`src/rtl/segscan_pkg.sv`:
```
package segscan_pkg;

  localparam int BCD_W = 4;
  localparam int SEG_W = 7;

  typedef logic [SEG_W-1:0] seg_t;
  typedef logic [BCD_W-1:0] bcd_t;

  // Segment a in bit 0 through g in bit 6, active high.
  function automatic seg_t bcd_to_seg(input bcd_t v);
    seg_t s;
    case (v)
      4'd0:    s = 7'h3F;
      4'd1:    s = 7'h06;
      4'd2:    s = 7'h5B;
      4'd3:    s = 7'h4F;
      4'd4:    s = 7'h66;
      4'd5:    s = 7'h6D;
      4'd6:    s = 7'h7D;
      4'd7:    s = 7'h07;
      4'd8:    s = 7'h7F;
      4'd9:    s = 7'h6F;
      default: s = 7'h00;
    endcase
    return s;
  endfunction

endpackage

```
`src/rtl/scan_rst_sync.sv`:
```
module scan_rst_sync #(
  parameter int STAGES = 2
) (
  input  logic clk,
  input  logic rst_ni,
  output logic rst_no
);

  logic [STAGES-1:0] sync_q;
  logic [STAGES-1:0] sync_d;

  always_comb begin
    sync_d = {sync_q[STAGES-2:0], 1'b1};
  end

  always_ff @(posedge clk or negedge rst_ni) begin
    if (!rst_ni) begin
      sync_q <= '0;
    end else begin
      sync_q <= sync_d;
    end
  end

  assign rst_no = sync_q[STAGES-1];

endmodule

```
`src/rtl/scan_timer.sv`:
```
module scan_timer #(
  parameter int DWELL_CYCLES = 100000
) (
  input  logic clk,
  input  logic rst_ni,
  output logic slot_first_o,
  output logic slot_last_o
);

  localparam int CW = (DWELL_CYCLES > 1) ? $clog2(DWELL_CYCLES) : 1;
  localparam logic [CW-1:0] LAST_CNT = CW'(DWELL_CYCLES - 1);

  logic [CW-1:0] cnt_q;
  logic [CW-1:0] cnt_d;

  assign slot_first_o = (cnt_q == '0);
  assign slot_last_o  = (cnt_q == LAST_CNT);

  always_comb begin
    if (slot_last_o) begin
      cnt_d = '0;
    end else begin
      cnt_d = cnt_q + CW'(1);
    end
  end

  always_ff @(posedge clk or negedge rst_ni) begin
    if (!rst_ni) begin
      cnt_q <= '0;
    end else begin
      cnt_q <= cnt_d;
    end
  end


  cnt_range_chk: assert property (@(posedge clk) disable iff (!rst_ni)
    cnt_q <= LAST_CNT);


  slot_wrap_chk: assert property (@(posedge clk) disable iff (!rst_ni)
    slot_last_o |=> slot_first_o);

endmodule

```
`src/rtl/scan_index.sv`:
```
module scan_index #(
  parameter int NUM_DIGITS = 6
) (
  input  logic                          clk,
  input  logic                          rst_ni,
  input  logic                          adv_i,
  output logic [$clog2(NUM_DIGITS)-1:0] idx_o
);

  localparam int IW = $clog2(NUM_DIGITS);
  localparam logic [IW-1:0] TOP_IDX = IW'(NUM_DIGITS - 1);

  logic [IW-1:0] idx_q;
  logic [IW-1:0] idx_d;

  always_comb begin
    idx_d = idx_q;
    if (adv_i) begin
      if (idx_q == '0) begin
        idx_d = TOP_IDX;
      end else begin
        idx_d = idx_q - IW'(1);
      end
    end
  end

  always_ff @(posedge clk or negedge rst_ni) begin
    if (!rst_ni) begin
      idx_q <= TOP_IDX;
    end else begin
      idx_q <= idx_d;
    end
  end

  assign idx_o = idx_q;


  idx_range_chk: assert property (@(posedge clk) disable iff (!rst_ni)
    idx_q <= TOP_IDX);


  idx_step_chk: assert property (@(posedge clk) disable iff (!rst_ni)
    adv_i |=> idx_q == (($past(idx_q) == '0) ? TOP_IDX : $past(idx_q) - IW'(1)));


  idx_hold_chk: assert property (@(posedge clk) disable iff (!rst_ni)
    !adv_i |=> $stable(idx_q));

endmodule

```
`src/rtl/seg_stage.sv`:
```
module seg_stage
  import segscan_pkg::*;
#(
  parameter int NUM_DIGITS = 6
) (
  input  logic                          clk,
  input  logic                          rst_ni,
  input  logic [NUM_DIGITS*BCD_W-1:0]   digits_i,
  input  logic [$clog2(NUM_DIGITS)-1:0] idx_i,
  input  logic                          load_i,
  input  logic                          blank_i,
  output logic [SEG_W-1:0]              seg_o,
  output logic [NUM_DIGITS-1:0]         sel_o
);

  bcd_t dig [NUM_DIGITS];

  for (genvar g = 0; g < NUM_DIGITS; g++) begin : g_unpack
    assign dig[g] = digits_i[g*BCD_W +: BCD_W];
  end

  seg_t                  seg_q;
  seg_t                  seg_d;
  logic [NUM_DIGITS-1:0] sel_q;
  logic [NUM_DIGITS-1:0] sel_d;

  always_comb begin
    seg_d = seg_q;
    if (load_i) begin
      seg_d = bcd_to_seg(dig[idx_i]);
    end
  end

  always_comb begin
    if (blank_i) begin
      sel_d = '0;
    end else begin
      sel_d = NUM_DIGITS'(1) << idx_i;
    end
  end

  always_ff @(posedge clk or negedge rst_ni) begin
    if (!rst_ni) begin
      seg_q <= '0;
      sel_q <= '0;
    end else begin
      seg_q <= seg_d;
      sel_q <= sel_d;
    end
  end

  assign seg_o = seg_q;
  assign sel_o = sel_q;


  sel_onehot_chk: assert property (@(posedge clk) disable iff (!rst_ni)
    $onehot0(sel_q));


  seg_hold_chk: assert property (@(posedge clk) disable iff (!rst_ni)
    (sel_q != '0 && $past(sel_q) != '0) |-> $stable(seg_q));

endmodule

```
`src/rtl/mux_seg_driver.sv`:
```
module mux_seg_driver
  import segscan_pkg::*;
#(
  parameter int NUM_DIGITS   = 6,
  parameter int DWELL_CYCLES = 100000
) (
  input  logic                        clk,
  input  logic                        rst_ni,
  input  logic [NUM_DIGITS*BCD_W-1:0] digits_i,
  output logic [SEG_W-1:0]            seg_o,
  output logic [NUM_DIGITS-1:0]       sel_o
);

  localparam int IW = $clog2(NUM_DIGITS);

  logic          rst_n_int;
  logic          slot_first;
  logic          slot_last;
  logic [IW-1:0] idx;

  scan_rst_sync #(.STAGES(2)) u_rst (
    .clk    (clk),
    .rst_ni (rst_ni),
    .rst_no (rst_n_int)
  );

  scan_timer #(.DWELL_CYCLES(DWELL_CYCLES)) u_timer (
    .clk          (clk),
    .rst_ni       (rst_n_int),
    .slot_first_o (slot_first),
    .slot_last_o  (slot_last)
  );

  scan_index #(.NUM_DIGITS(NUM_DIGITS)) u_index (
    .clk    (clk),
    .rst_ni (rst_n_int),
    .adv_i  (slot_last),
    .idx_o  (idx)
  );

  seg_stage #(.NUM_DIGITS(NUM_DIGITS)) u_stage (
    .clk      (clk),
    .rst_ni   (rst_n_int),
    .digits_i (digits_i),
    .idx_i    (idx),
    .load_i   (slot_first),
    .blank_i  (slot_last),
    .seg_o    (seg_o),
    .sel_o    (sel_o)
  );


  blank_slot_chk: assert property (@(posedge clk) disable iff (!rst_n_int)
    slot_first |-> sel_o == '0);


  lit_slot_chk: assert property (@(posedge clk) disable iff (!rst_n_int)
    !slot_first |-> sel_o != '0);

endmodule

```
`config.mk`:
```
export PLATFORM = sky130hd
export DESIGN_NAME = mux_seg_driver
export DESIGN_NICKNAME = d
export VERILOG_FILES = /design/src/rtl/segscan_pkg.sv /design/src/rtl/scan_rst_sync.sv /design/src/rtl/scan_timer.sv /design/src/rtl/scan_index.sv /design/src/rtl/seg_stage.sv /design/src/rtl/mux_seg_driver.sv
export SDC_FILE = /design/constraint.sdc
export NUM_CORES = 1
export LEC_CHECK = 0
export ABC_AREA = 1
export BUFFER_PORTS_ARGS = -buffer_cell sky130_fd_sc_hd__buf_2
export CORE_MARGIN = 8
export CORE_UTILIZATION = 56
export DETAILED_ROUTE_END_ITERATION = 10
export HOLD_SLACK_MARGIN = 0.02
export PLACE_DENSITY_LB_ADDON = 0.25
export RECOVER_POWER = 50
export SYNTH_ARGS = -nofsm -noshare
export SYNTH_HDL_FRONTEND = slang
export SYNTH_HIERARCHICAL = 1
export SYNTH_SLANG_ARGS = --single-unit
```
`constraint.sdc`:
```
create_clock -name clk -period 1.4 [get_ports clk]
set_input_delay 0.14 -clock clk [delete_from_list [all_inputs] [get_ports clk]]
set_output_delay 0.14 -clock clk [all_outputs]
set_load 0.05 [all_outputs]
```
### Word level (Yosys, flattened, before mapping)

Memories as Yosys holds them, arrays and structs flattened. A register that Yosys moved wholly into a read port is not among the register bits.
Index checks and enable logic that the tools add are counted.
W data, S select, Z words.

* bits in read-only memories: 112
* memories kept: 1
* word-level logic and storage cells: 20
* register bits: 28

Memories
* (no name shown): words 16, width 7, read ports 1, clocked after Yosys merged registers in 1, write ports 0, line segscan_pkg.sv:12 `case (v)`

* equal/unequal tests: 1
* muxes and demuxes: 6
* shift operators: 1
* reduce and logical (&&, ||, !) cells: 3
* bitwise gates (word level): 1
* add/sub/neg operators: 2
* $lt $le $gt $ge: 1

Operators by type and width (number)
* $add A17 B1 Y17 const B: 1
* $eq A17 B17 Y1 const B: 1
* $logic_not A17 Y1: 1
* $mux W17: 1
* $bmux W4 S3: 1
* $mux W4: 2
* $mux W6: 1
* $shl A1 B3 Y6 const A: 1
* $ge A4 B4 Y1 const B: 1
* $not A3 Y4: 1
* $logic_not A3 Y1: 1
* $mux W3: 1
* $sub A3 B1 Y3 const B: 1
* $logic_not A1 Y1: 1

### Logic depth before layout (Yosys ltp)

Gate-level depths: netlist of run 1.

* depth in word-level cells: 4
* gate-level depth with buffers: 16

### Cells and area by module

Netlist of run 1, hierarchy kept.

Modules (own cells, without submodules)
* seg_stage: instances 1, cells an instance 143, area each 1031.0 µm², sequential area each 325.3 µm²
* scan_timer: instances 1, cells an instance 151, area each 1026.0 µm², sequential area each 425.4 µm²
* scan_index: instances 1, cells an instance 20, area each 152.6 µm², sequential area each 77.6 µm²
* scan_rst_sync: instances 1, cells an instance 3, area each 53.8 µm², sequential area each 50.0 µm²

### Worst setup path before layout of run 1

No wires, ideal clock.

* path kind: reg2reg
* start: register u_index.idx_q[0], in the netlist u_index/idx_o[0]
* end: register u_stage.seg_q[3], in the netlist u_stage/seg_o[3]
* buffers on the path: 2
* cell stages (with the launch flop): 15
* arrival time: 1766 ps
* required time: 1278 ps
* clock period less this slack: 1887 ps
* slack: -487 ps
* cell sequence: dfstp_2 buf_6 buf_4 nand2_1 nand2_1 nand2_1 nand2_1 nand2_1 nand2_1 inv_1 ha_1 nand3_1 nand2_1 nand2_1 a21oi_2

* longest elaborated chain between the ends: 4

Ends and longest elaborated chain
* start: declaration: line scan_index.sv:13 `logic [IW-1:0] idx_q;`
* start signal: assignment: line scan_index.sv:31 `idx_q <= idx_d;`
* $not A3 Y4 (not written as such): line seg_stage.sv:30 `seg_d = bcd_to_seg(dig[idx_i]);`
* $bmux W4 S3: line seg_stage.sv:30
* $mux W4 (not written as such) (2 in a row): line seg_stage.sv:30
* end: declaration: line seg_stage.sv:22 `seg_t seg_q;`

Every way passes these cells. The select of a mux whose other input is x is not followed.
A chain may end at the register's enable or synchronous reset.

### Worst setup path after layout of run 1

* start: register u_index.idx_q[0], in the netlist u_index/idx_o[0]
* end: register u_stage.seg_q[5], in the netlist u_stage/seg_o[5]

Same word-level chain as after synthesis.

==> results of run 1 <==
-- kinds of logic (layout without fill, tap and decap cells) --
logic type / after synthesis / count (layout) / share of synthesized area, %
compound gates: 17 / 17 / 4.753
xor+xnor: 3 / 3 / 1.161
fa+ha+maj: 9 / 9 / 4.975
buf+inv: 54 / 141 / 10.56
flops: 35 / 35 / 38.81
other cells: 1 / 1 / 0.1657
simple gates: 198 / 198 / 39.58
-- metrics by stage --
stage	hold WS, ns	setup TNS, ns	std cells
global route	0.1832	-3.939	454
CTS	0.1607	-2.288	450
floorplan	-0.1556	-2.342	317
finish	0.1796	-2.740	454
global placement	-0.07518	-2.208	438
detailed placement	-0.07396	-2.621	438
-- critical path, stage by stage (launching register included) --
cell and delay [ns]:
dfstp_2 0.61, inv_4 0.08, nand2_2 0.06, nand2_1 0.07, nand2_2 0.08, nand2_1 0.06, nand2_1 0.07, nand2_2 0.09
ha_4 0.17, nand3b_1 0.18, nand2_1 0.09, nand2_1 0.06, a21oi_2 0.12
-- power breakdown --
part / internal [mW] / switching [mW] / total, mW
logic: 0.0949 / 0.182 / 0.277
clock network: 0.449 / 0.361 / 0.810
registers: 1.03 / 0.00863 / 1.04
total: 1.58 / 0.552 / 2.13
-- metal layers --
layer / track usage (%) / part of all wire [%] / vias to the layer above
met5: 0 / 0 / -
met4: 9.259 / 1.9 / 0
met3: 3.491 / 4.3 / 11
met2: 30.89 / 48 / 65
met1: 21.59 / 46 / 1030
li1: - / - / 1143
-- worst min path at each step --
stage           start                        end  slack [ns]  depth (start not counted)
6_report       rst_ni  u_rst/sync_q[0]$_DFF_PN0_        0.18                          2
5_1_grt        rst_ni  u_rst/sync_q[1]$_DFF_PN0_        0.18                          2
3_5_place_dp   rst_ni  u_rst/sync_q[1]$_DFF_PN0_       -0.07                          1
3_3_place_gp   rst_ni  u_rst/sync_q[1]$_DFF_PN0_       -0.08                          1
2_1_floorplan  rst_ni  u_rst/sync_q[0]$_DFF_PN0_       -0.16                          0
4_1_cts        rst_ni  u_rst/sync_q[0]$_DFF_PN0_        0.16                          2
-- flip-flops by register name, summed over array words and instances, names as in the netlist --
| register | cells |
|---|---|
| u_index/idx_o | 3 |
| u_stage/sel_o | 6 |
| u_rst/sync_q | 2 |
| u_stage/seg_o | 7 |
| u_timer/cnt_q | 17 |
-- cells in the mapped netlist --
master	instances
xnor2_1	1
buf_6	4
inv_2	3
nand2_4	2
dfrtp_1	33
inv_4	1
a21oi_1	3
inv_1	45
nand2_2	7
nand3_4	2
nand2_1	105
xor2_1	2
nand3b_1	4
dfstp_2	2
nand3_2	3
nand3_1	18
nor3_1	7
a21oi_2	6
nand4_1	4
nor2_4	2
nor2_1	43
o21ai_0	7
buf_4	1
ha_1	9
o21ai_1	1
or2_2	1
conb_1	1
-- final cells by class --
cell class | instances | area (um^2) | share of cell area, %
Sequential cell | 35 | 878.3 | 28.59
Tap cell | 50 | 62.56 | 2.037
Timing Repair Buffer | 84 | 554.3 | 18.04
Clock buffer | 8 | 100.1 | 3.259
Inverter | 49 | 193.9 | 6.314
Multi-Input combinational cell | 228 | 1282 | 41.75
-- repair_timing --
action,CTS,global route
hold buffers,1,0
pin swaps,8,14
buffers inserted,3,4
endpoints found under the setup margin,11,24
gates resized for setup,12,23
endpoints found under the hold margin,2,0
-- layout by cell type (no fill, tap or decap), types with 5 or more instances in the layout --
| master | n |
|---|---|
| nor3_1 | 5 |
| nand2_1 | 93 |
| o21ai_1 | 5 |
| nor2_1 | 41 |
| a21oi_2 | 6 |
| nand3_1 | 13 |
| nand2_4 | 5 |
| nand2_2 | 16 |
| nand3_2 | 7 |
| dfrtp_1 | 33 |
| inv_1 | 40 |
| buf_4 | 41 |
| clkbuf_8 | 7 |
| buf_2 | 37 |
| inv_2 | 5 |
==> flow_metrics.tcl, run 1 <==
set metrics [dict create \
    cts-root-buf "clkbuf_8" \
    place_area_um2 2799 \
    synth-warning-count 6 \
    cts_tree "built" \
    clk_latency_ns 0.29 \
    gp_congestion 0.9088 \
    regToRegSetupSlack_ns -0.42 \
    synth_cell_types 27 \
    path_clk_slew_ns 0.07 \
    synthTopCellsByArea "dfrtp_1 (36%), nand2_1 (17%), inv_1 (7.5%)" \
    wl_mm 5.545 \
    dieArea_um2 6332 \
    synth_top_area_cell "dfrtp_1" \
    rr_worst_depth 12 \
    path_max_fanout 7 \
    rsz0062_at_grt "true" \
    track_usage_pct 18.31 \
    antenna_found_initial 0 \
    cts-htree-levels 2 \
    die_x_um 79.58 \
    powerDensity_nw_per_um2 692.5 \
    ys_seq_elements 35 \
    startpoint "u_index/idx_o[0]$_DFFE_PN1P_" \
    area_delta_synth_final_pct 35.71 \
    violations "setup timing" \
    period_share_pct 129.8 \
    finalHoldViolCount 0 \
    syn_area_um2 2263 \
    clock_skew_ns 0.007335 \
    clock.fmax_mhz 550.4 \
    drtAntennaViolNets 0 \
    utilization_pct 77.91 \
    p_leak_nw 1.693 \
    antenna_cells 0 \
    dp_hpwl_mm 4.191 \
    coreArea_um2 3943 \
    crit_required_ns 1.62 \
    portBuffers 38 \
    worstPathArrival_ns 2.04 \
    grt_pass1_wl_mm 9.446 \
    drc 0 \
    cts_sinks 35 \
    grt_pass1_vias 2206 \
    maxCapViolations 0 \
    initial_utilization_pct 57.41 \
    wire_per_inst_um 12.21 \
    ys_seq_area_share_pct 38.81 \
    worstReg2RegStart "u_index/idx_o[0]$_DFFE_PN1P_" \
    dp_worst_setup_slack_ns -0.3986 \
    pin_count 39 \
    critical_path_class "register to register" \
    hold_class "input port to async pin" \
    setup.worst_path.start_class "register" \
    first_iter_violations 140 \
    crit_path_end "u_stage/seg_o[5]$_DFFE_PN0P_" \
    row_count 23 \
    grt_max_degree 34 \
    crit-reg2reg-capture "u_stage/seg_o[5]$_DFFE_PN0P_" \
    grt-ovfl-total 0 \
    viasPerCell 4.954 \
    synth.top_cell.area_share_pct 36.48 \
    drive_gt1_share_pct 37.13 \
    synthCells 317 \
    finalPower_mw 2.127 \
    status "finished with violations" \
    peakVddDrop_mv 0.6438 \
    min_period_ns 1.817 \
    clockBufferDepth 2 \
    final_area_um2 3072 \
    numCtsBuffers 5 \
    avgSynthCellArea_um2 7.140 \
    maxSlewViolCount 0 \
    vias 2249 \
    fp.dieH_um 79.58 \
    worst_slack_ns -0.4170 \
    drt_first_pass_iters 4 \
    end_kind "register" \
    final.fill_count 261 \
    syn_nets 352 \
    fin_nets 438 \
    setup_viol 9 \
    relSlewSlack_pct 45.52 \
    tightest_slew_ns 0.8172 \
]
Note: power is estimated with default switching activity, not from simulation.
==> inputs of run 2 (changes only) <==
--- a/config.mk
+++ b/config.mk
@@ -8,7 +8,7 @@
 export ABC_AREA = 1
 export BUFFER_PORTS_ARGS = -buffer_cell sky130_fd_sc_hd__buf_2
 export CORE_MARGIN = 8
-export CORE_UTILIZATION = 56
+export CORE_UTILIZATION = 36
 export DETAILED_ROUTE_END_ITERATION = 10
 export HOLD_SLACK_MARGIN = 0.02
 export PLACE_DENSITY_LB_ADDON = 0.25
@@ -17,3 +17,4 @@
 export SYNTH_HDL_FRONTEND = slang
 export SYNTH_HIERARCHICAL = 1
 export SYNTH_SLANG_ARGS = --single-unit
+export TNS_END_PERCENT = 20
==> run 2 against run 1 <==
  * Combinational power fell by 5%
  * The flow still finishes with violations (setup timing)
  * First-iteration DRC count is 39% lower
  * Worst hold slack got worse by 0.015 ns
  * Largest cell class unchanged
  * Non-clock buffer count down 4
  * Largest power group unchanged
==> flow_metrics.tcl, run 2 (same netlist as run 1, synthesis figures left out) <==
set metrics [dict create \
    use_met1_pct 16.53 \
    fp.dieH_um 95.29 \
    p_leak_nw 1.658 \
    rsz0062_at_grt "true" \
    path_max_fanout 4 \
    cts_tree "built" \
    initial_utilization_pct 36.48 \
    crit_required_ns 1.58 \
    drt_first_pass_iters 4 \
    min_period_ns 1.780 \
    critPathTopFamily "simple AND/OR/NAND/NOR gates" \
    powerDensity_nw_per_um2 736.8 \
    grt-ovfl-total 0 \
    cts-htree-levels 2 \
    grt_max_degree 34 \
    row_count 29 \
    antenna_found_initial 0 \
    crit_top_cell "nand2_1" \
    seqPwrFrac_pct 46.9 \
    status "finished with violations" \
    drc 0 \
    violations "setup timing" \
    grt_pass1_wl_mm 9.770 \
    crit_chain "buf_6 -> nand2_1 -> nand2_1 -> nand2_1 -> nand2_1 -> nand2_1 -> nand2_2 -> inv_2 -> ha_2 -> nand3b_1 -> nand3_1 -> nand2_1 -> nand2_1 -> nand2_1" \
    dp_hpwl_mm 4.197 \
    final.fill_count 612 \
    grt_use_met2_pct 21.98 \
    relSlewSlack_pct 43.38 \
    wire_per_inst_um 11.53 \
    internal_power_mw 1.652 \
    setup-tns-final_ns -2.522 \
    area_delta_synth_final_pct 33.00 \
    layout_common_cells "nand2_1 (98), inv_1 (42), nor2_1 (40)" \
    antenna_cells 0 \
    pin_count 39 \
    drive_gt1_share_pct 34.00 \
    first_iter_violations 85 \
    drtAntennaViolNets 0 \
    critical_path_class "register to register" \
    comb_power_share_pct 11.8 \
    swShare_pct 25.52 \
    viasPerCell 4.509 \
    fin_nets 434 \
    peakVddDrop_mv 0.3374 \
    clockBufferDepth 2 \
    wl_mm 5.499 \
    vias 2151 \
    largest_reg_flops 17 \
    gp_congestion 0.8707 \
    cts_sinks 35 \
    worstPathArrival_ns 1.96 \
    hold_class "input port to async pin" \
    final_common_cell "nand2_1" \
    end_kind "register" \
    track_usage_pct 13.24 \
    clockPowerShare_pct 41.3 \
    clock_skew_ns 0.004372 \
    finalHoldViolCount 0 \
    setup_viol 10 \
    grt_use_met3_pct 3.228 \
    top_usage_layer "met2" \
    dieArea_um2 9080 \
    critPathMaxStageDelay_ns 0.59 \
    path_clk_slew_ns 0.08 \
    largest-register "u_timer/cnt_q" \
    maxSlewViolCount 0 \
    cp.buffers_inverters 2 \
    cts-root-buf "clkbuf_8" \
    maxCapViolations 0 \
    numCtsBuffers 5 \
    utilization_pct 48.52 \
    clock.fmax_mhz 561.7 \
    die_x_um 95.29 \
    tightest_slew_ns 0.8494 \
    period_share_pct 127.2 \
    worst_slack_ns -0.3803 \
    crit_slowest_cell "dfstp_2" \
    coreArea_um2 6205 \
    clk_latency_ns 0.28 \
    setup.worst_path.start_class "register" \
    switchingPower_uw 566.0 \
    grt_pass1_vias 2217 \
    portBuffers 38 \
]
[run 2: cell types whose count changed in the layout (fill, tap and decap cells not counted), sizes merged]
cell / change
bufinv: +1
clkbuf: -3
clkinv: +2
buf: -4
[run 2: power by group through the flow]
stage,Combinational [mW],Sequential (mW),Clock (mW)
2_1_floorplan,0.0936,1.14,0
3_3_place_gp,0.260,1.06,0
3_5_place_dp,0.261,1.06,0
4_1_cts,0.266,1.04,0.943
5_1_grt,0.293,1.04,0.989
6_report,0.262,1.04,0.916
[run 2: final timing paths]
path | start | endpoint | slack [ns] | cells after the start
setup / recovery | u_index/idx_o[0]$_DFFE_PN1P_ | u_stage/seg_o[4]$_DFFE_PN0P_ | -0.38 | 14
hold / removal | rst_ni | u_rst/sync_q[1]$_DFF_PN0_ | 0.16 | 2
setup reg to reg | u_index/idx_o[0]$_DFFE_PN1P_ | u_stage/seg_o[4]$_DFFE_PN0P_ | -0.38 | 14
hold reg to reg | u_rst/sync_q[0]$_DFF_PN0_ | u_rst/sync_q[1]$_DFF_PN0_ | 0.36 | 0
max in group asynchronous | u_rst/sync_q[1]$_DFF_PN0_ | u_stage/seg_o[6]$_DFFE_PN0P_ | 0.44 | 1
min in group clk | u_rst/sync_q[0]$_DFF_PN0_ | u_rst/sync_q[1]$_DFF_PN0_ | 0.36 | 0
[run 2: layout make-up]
type	count	area [um^2]	area share (%)
multi-input cells	228	1221	40.57
repair buffers	80	515.5	17.12
clock inverters	3	43.79	1.455
inverters	49	186.4	6.193
clock buffers	5	68.82	2.286
well taps	77	96.34	3.200
flip-flops and latches	35	878.3	29.18
[run 2: timing repair]
action	in CTS	in global routing
hold buffers	1	0
buffers inserted	4	1
setup endpoints to repair	13	26
resized for setup	11	13
endpoints found under the hold margin	2	0
pin swaps	3	7
[run 2: metrics by stage]
step,instance area (um^2),power (mW),worst slack (ns),instances,hold WS [ns]
5_1_grt,3010,2.324,-0.5270,477,0.1648
6_report,3010,2.218,-0.3803,477,0.1642
2_1_floorplan,2295,1.229,-0.3768,317,-0.1556
4_1_cts,2970,2.249,-0.3452,476,0.1534
3_3_place_gp,2795,1.319,-0.3846,463,-0.07397
3_5_place_dp,2795,1.320,-0.3881,463,-0.07357
[run 2: metal layers]
| layer | routed length (um) | vias to the layer above |
|---|---|---|
| met5 | 0 | - |
| met4 | 66 | 0 |
| met3 | 234 | 7 |
| met2 | 2572 | 49 |
| met1 | 2626 | 967 |
| li1 | - | 1128 |
==> inputs of run 3 (changes only) <==
--- a/config.mk
+++ b/config.mk
@@ -7,14 +7,15 @@
 export LEC_CHECK = 0
 export ABC_AREA = 1
 export BUFFER_PORTS_ARGS = -buffer_cell sky130_fd_sc_hd__buf_2
+export CELL_PAD_IN_SITES_DETAIL_PLACEMENT = 0
+export CELL_PAD_IN_SITES_GLOBAL_PLACEMENT = 1
 export CORE_MARGIN = 8
-export CORE_UTILIZATION = 36
+export CORE_UTILIZATION = 39
 export DETAILED_ROUTE_END_ITERATION = 10
 export HOLD_SLACK_MARGIN = 0.02
 export PLACE_DENSITY_LB_ADDON = 0.25
 export RECOVER_POWER = 50
 export SYNTH_ARGS = -nofsm -noshare
 export SYNTH_HDL_FRONTEND = slang
-export SYNTH_HIERARCHICAL = 1
 export SYNTH_SLANG_ARGS = --single-unit
 export TNS_END_PERCENT = 20
==> run 3 against run 2 <==
  * The run still ends with setup timing left
  * Flip-flop and latch count unchanged
  * Core utilization is 9.5 points higher
  * Sequential share of layout area rose by 0.34 points
  * Final cell count shrank 5.9%
  * Largest power group unchanged
  * Highest routed layer unchanged
  * Clock skew grew 0.0032 ns
  * Maximum frequency fell by 4.3%
  * Worst hold slack got worse by 0.0046 ns
==> flow_metrics.tcl, run 3 <==
set metrics [dict create \
    layout_common_cells "nand2_1 (89), buf_4 (42), buf_2 (37)" \
    grt-ovfl-total 0 \
    clockBufferDepth 2 \
    portBuffers 38 \
    drt_first_pass_iters 4 \
    period_share_pct 132.9 \
    maxSlewViolCount 0 \
    yosysMostFrequentCell "nand2_1" \
    placedCellCount 438 \
    drive_gt1_share_pct 34.56 \
    crit_chain "inv_4 -> nor2_4 -> nand2_2 -> nand4_1 -> a21oi_4 -> buf_6 -> ha_4 -> nand3b_1 -> nand3_1 -> nand2_1 -> nand2_1 -> nand2_1" \
    seqPwrFrac_pct 46.1 \
    synth_cell_types 26 \
    finalPower_mw 2.256 \
    gp_congestion 0.8628 \
    clockPowerShare_pct 42.1 \
    crit_top_cell "nand2_1" \
    min_period_ns 1.861 \
    utilization_pct 57.98 \
    row_count 26 \
    clk_latency_ns 0.29 \
    synth-warning-count 0 \
    path_clk_slew_ns 0.07 \
    cts-htree-levels 2 \
    p_leak_nw 1.615 \
    maxCapViolations 0 \
    powerDensity_nw_per_um2 757.0 \
    status "finished with violations" \
    dp_hpwl_mm 4.284 \
    ys_seq_area_share_pct 42.16 \
    antenna_cells 0 \
    final_common_cell "nand2_1" \
    finalHoldViolCount 0 \
    antenna_found_initial 0 \
    final.fill_count 508 \
    syn_nets 324 \
    syn_area_um2 2083 \
    critical_path_class "register to register" \
    avgSynthCellArea_um2 7.184 \
    grt_max_degree 34 \
    viasPerCell 4.659 \
    largest_reg_flops 17 \
    track_usage_pct 15.09 \
    largest-register "u_timer.cnt_q" \
    tightest_slew_ns 0.8376 \
    violations "setup timing" \
    grt_pass1_wl_mm 9.432 \
    synth_top_area_cell "dfrtp_1" \
    cts_tree "built" \
    setup.worst_path.start_class "register" \
    crit_required_ns 1.58 \
    worstPathArrival_ns 2.04 \
    initial_utilization_pct 40.53 \
    comb_power_share_pct 11.8 \
    wire_per_inst_um 12.54 \
    internal_power_mw 1.702 \
    area_delta_synth_final_pct 43.06 \
    final_area_um2 2980 \
    whs_ns 0.1596 \
    first_iter_violations 77 \
    yosys-top-cells-count "nand2_1 (93), inv_1 (36), nor2_1 (35)" \
    switchingPower_uw 554.4 \
    fin_nets 412 \
    synth.top_cell.area_share_pct 39.64 \
    rsz0062_at_grt "true" \
    async_flop_share_pct 100.0 \
    pin_count 39 \
    clock.fmax_mhz 537.4 \
    synthCells 290 \
    drtAntennaViolNets 0 \
    cts_sinks 35 \
    numCtsBuffers 5 \
    die_x_um 89.09 \
    setup_viol 11 \
    ys.flop_type "dfrtp_1" \
    synthTopCellsByArea "dfrtp_1 (40%), nand2_1 (17%), inv_1 (6.5%)" \
    ys_seq_elements 35 \
    vias 2092 \
    wl_mm 5.630 \
    dieArea_um2 7936 \
    peakVddDrop_mv 0.4580 \
    critPathMaxStageDelay_ns 0.60 \
    clock_skew_ns 0.007527 \
    path_max_fanout 5 \
    drc 0 \
    coreArea_um2 5140 \
    crit_slowest_cell "dfstp_2" \
    grt_pass1_vias 2126 \
    fp.dieH_um 89.09 \
    hold_class "input port to async pin" \
    place_area_um2 2719 \
    swShare_pct 24.57 \
    finalNonFillerCells 449 \
    cts-root-buf "clkbuf_8" \
    synth_edf_count 0 \
    end_kind "register" \
    relSlewSlack_pct 44.16 \
    worst_slack_ns -0.4609 \
]
run 3: final cells by class:
type,instances,area (um^2),share of cell area (%)
multi-input cells,213,1176,39.46
flip-flops and latches,35,879.6,29.51
repair buffers,86,573.1,19.23
inverters,37,146.4,4.912
well taps,70,87.58,2.939
clock buffers,6,82.58,2.771
clock inverters,2,35.03,1.175
run 3: worst max-delay path: cells and delay by family, from the launching register on:
kind	cells	cell delay, ns
AND/OR/NAND/NOR	8	0.70
flip-flops	1	0.60
buffers and inverters	2	0.20
adder cells (fa/ha/maj)	1	0.15
AO/OA/AOI/OAI	1	0.11
run 3: final timing paths:
check,start,end,slack [ns],depth (start not counted)
min in group clk,u_rst.sync_q[0]$_DFF_PN0_,u_rst.sync_q[1]$_DFF_PN0_,0.35,0
max in group asynchronous,u_rst.sync_q[1]$_DFF_PN0_,u_index.idx_o[1]$_DFFE_PN0N_,0.41,1
worst max register to register,u_index.idx_o[0]$_DFFE_PN1N_,u_stage.seg_o[5]$_DFFE_PN0N_,-0.46,12
worst min register to register,u_rst.sync_q[0]$_DFF_PN0_,u_rst.sync_q[1]$_DFF_PN0_,0.35,0
worst min-delay path,rst_ni,u_rst.sync_q[0]$_DFF_PN0_,0.16,2
worst max-delay path,u_index.idx_o[0]$_DFFE_PN1N_,u_stage.seg_o[5]$_DFFE_PN0N_,-0.46,12
run 3: per-layer routing:
| metal | up-vias | share of wire, % | wire length (um) | global-route usage (%) |
|---|---|---|---|---|
| li1 | 1088 | - | - | - |
| met1 | 950 | 46 | 2585 | 18.21 |
| met2 | 45 | 47 | 2623 | 25.39 |
| met3 | 9 | 6.0 | 339 | 4.136 |
| met4 | 0 | 1.4 | 81 | 4.683 |
| met5 | - | 0 | 0 | 0 |
run 3: per-stage QoR:
| step | setup WS [ns] | TNS (ns) |
|---|---|---|
| 2_1_floorplan | -0.4054 | -3.229 |
| 3_3_place_gp | -0.4133 | -3.661 |
| 3_5_place_dp | -0.4572 | -4.402 |
| 4_1_cts | -0.4037 | -3.645 |
| 5_1_grt | -0.6054 | -5.535 |
| 6_report | -0.4609 | -2.899 |
run 3: cells by family (layout without fill, tap and decap cells):
| family | Yosys count | after routing | synth area share (%) |
|---|---|---|---|
| and+or+nand+nor | 181 | 181 | 38.20 |
| adders and majority gates | 8 | 8 | 4.805 |
| buffers and inverters | 42 | 131 | 8.048 |
| AOI/OAI and AO/OA | 17 | 17 | 4.084 |
| other | 1 | 1 | 0.1800 |
| DFF | 35 | 35 | 42.16 |
| xor gates and xnor gates | 6 | 6 | 2.523 |
run 3: timing repair:
item                                    4_1_cts  5_1_grt
hold endpoints to repair                      2        0
pin swaps                                     3       11
gates resized for setup                      13       20
setup buffers                                 0        2
endpoints found under the setup margin       28       29
hold buffers                                  1        0
run 3: power by group through the flow:
stage               Combinational (mW)  Sequential, mW  Clock [mW]
floorplan                       0.0863            1.14           0
global placement                 0.258            1.06           0
detailed placement               0.259            1.06           0
CTS                              0.263            1.04       0.983
global route                     0.296            1.04        1.02
finish                           0.266            1.04       0.949
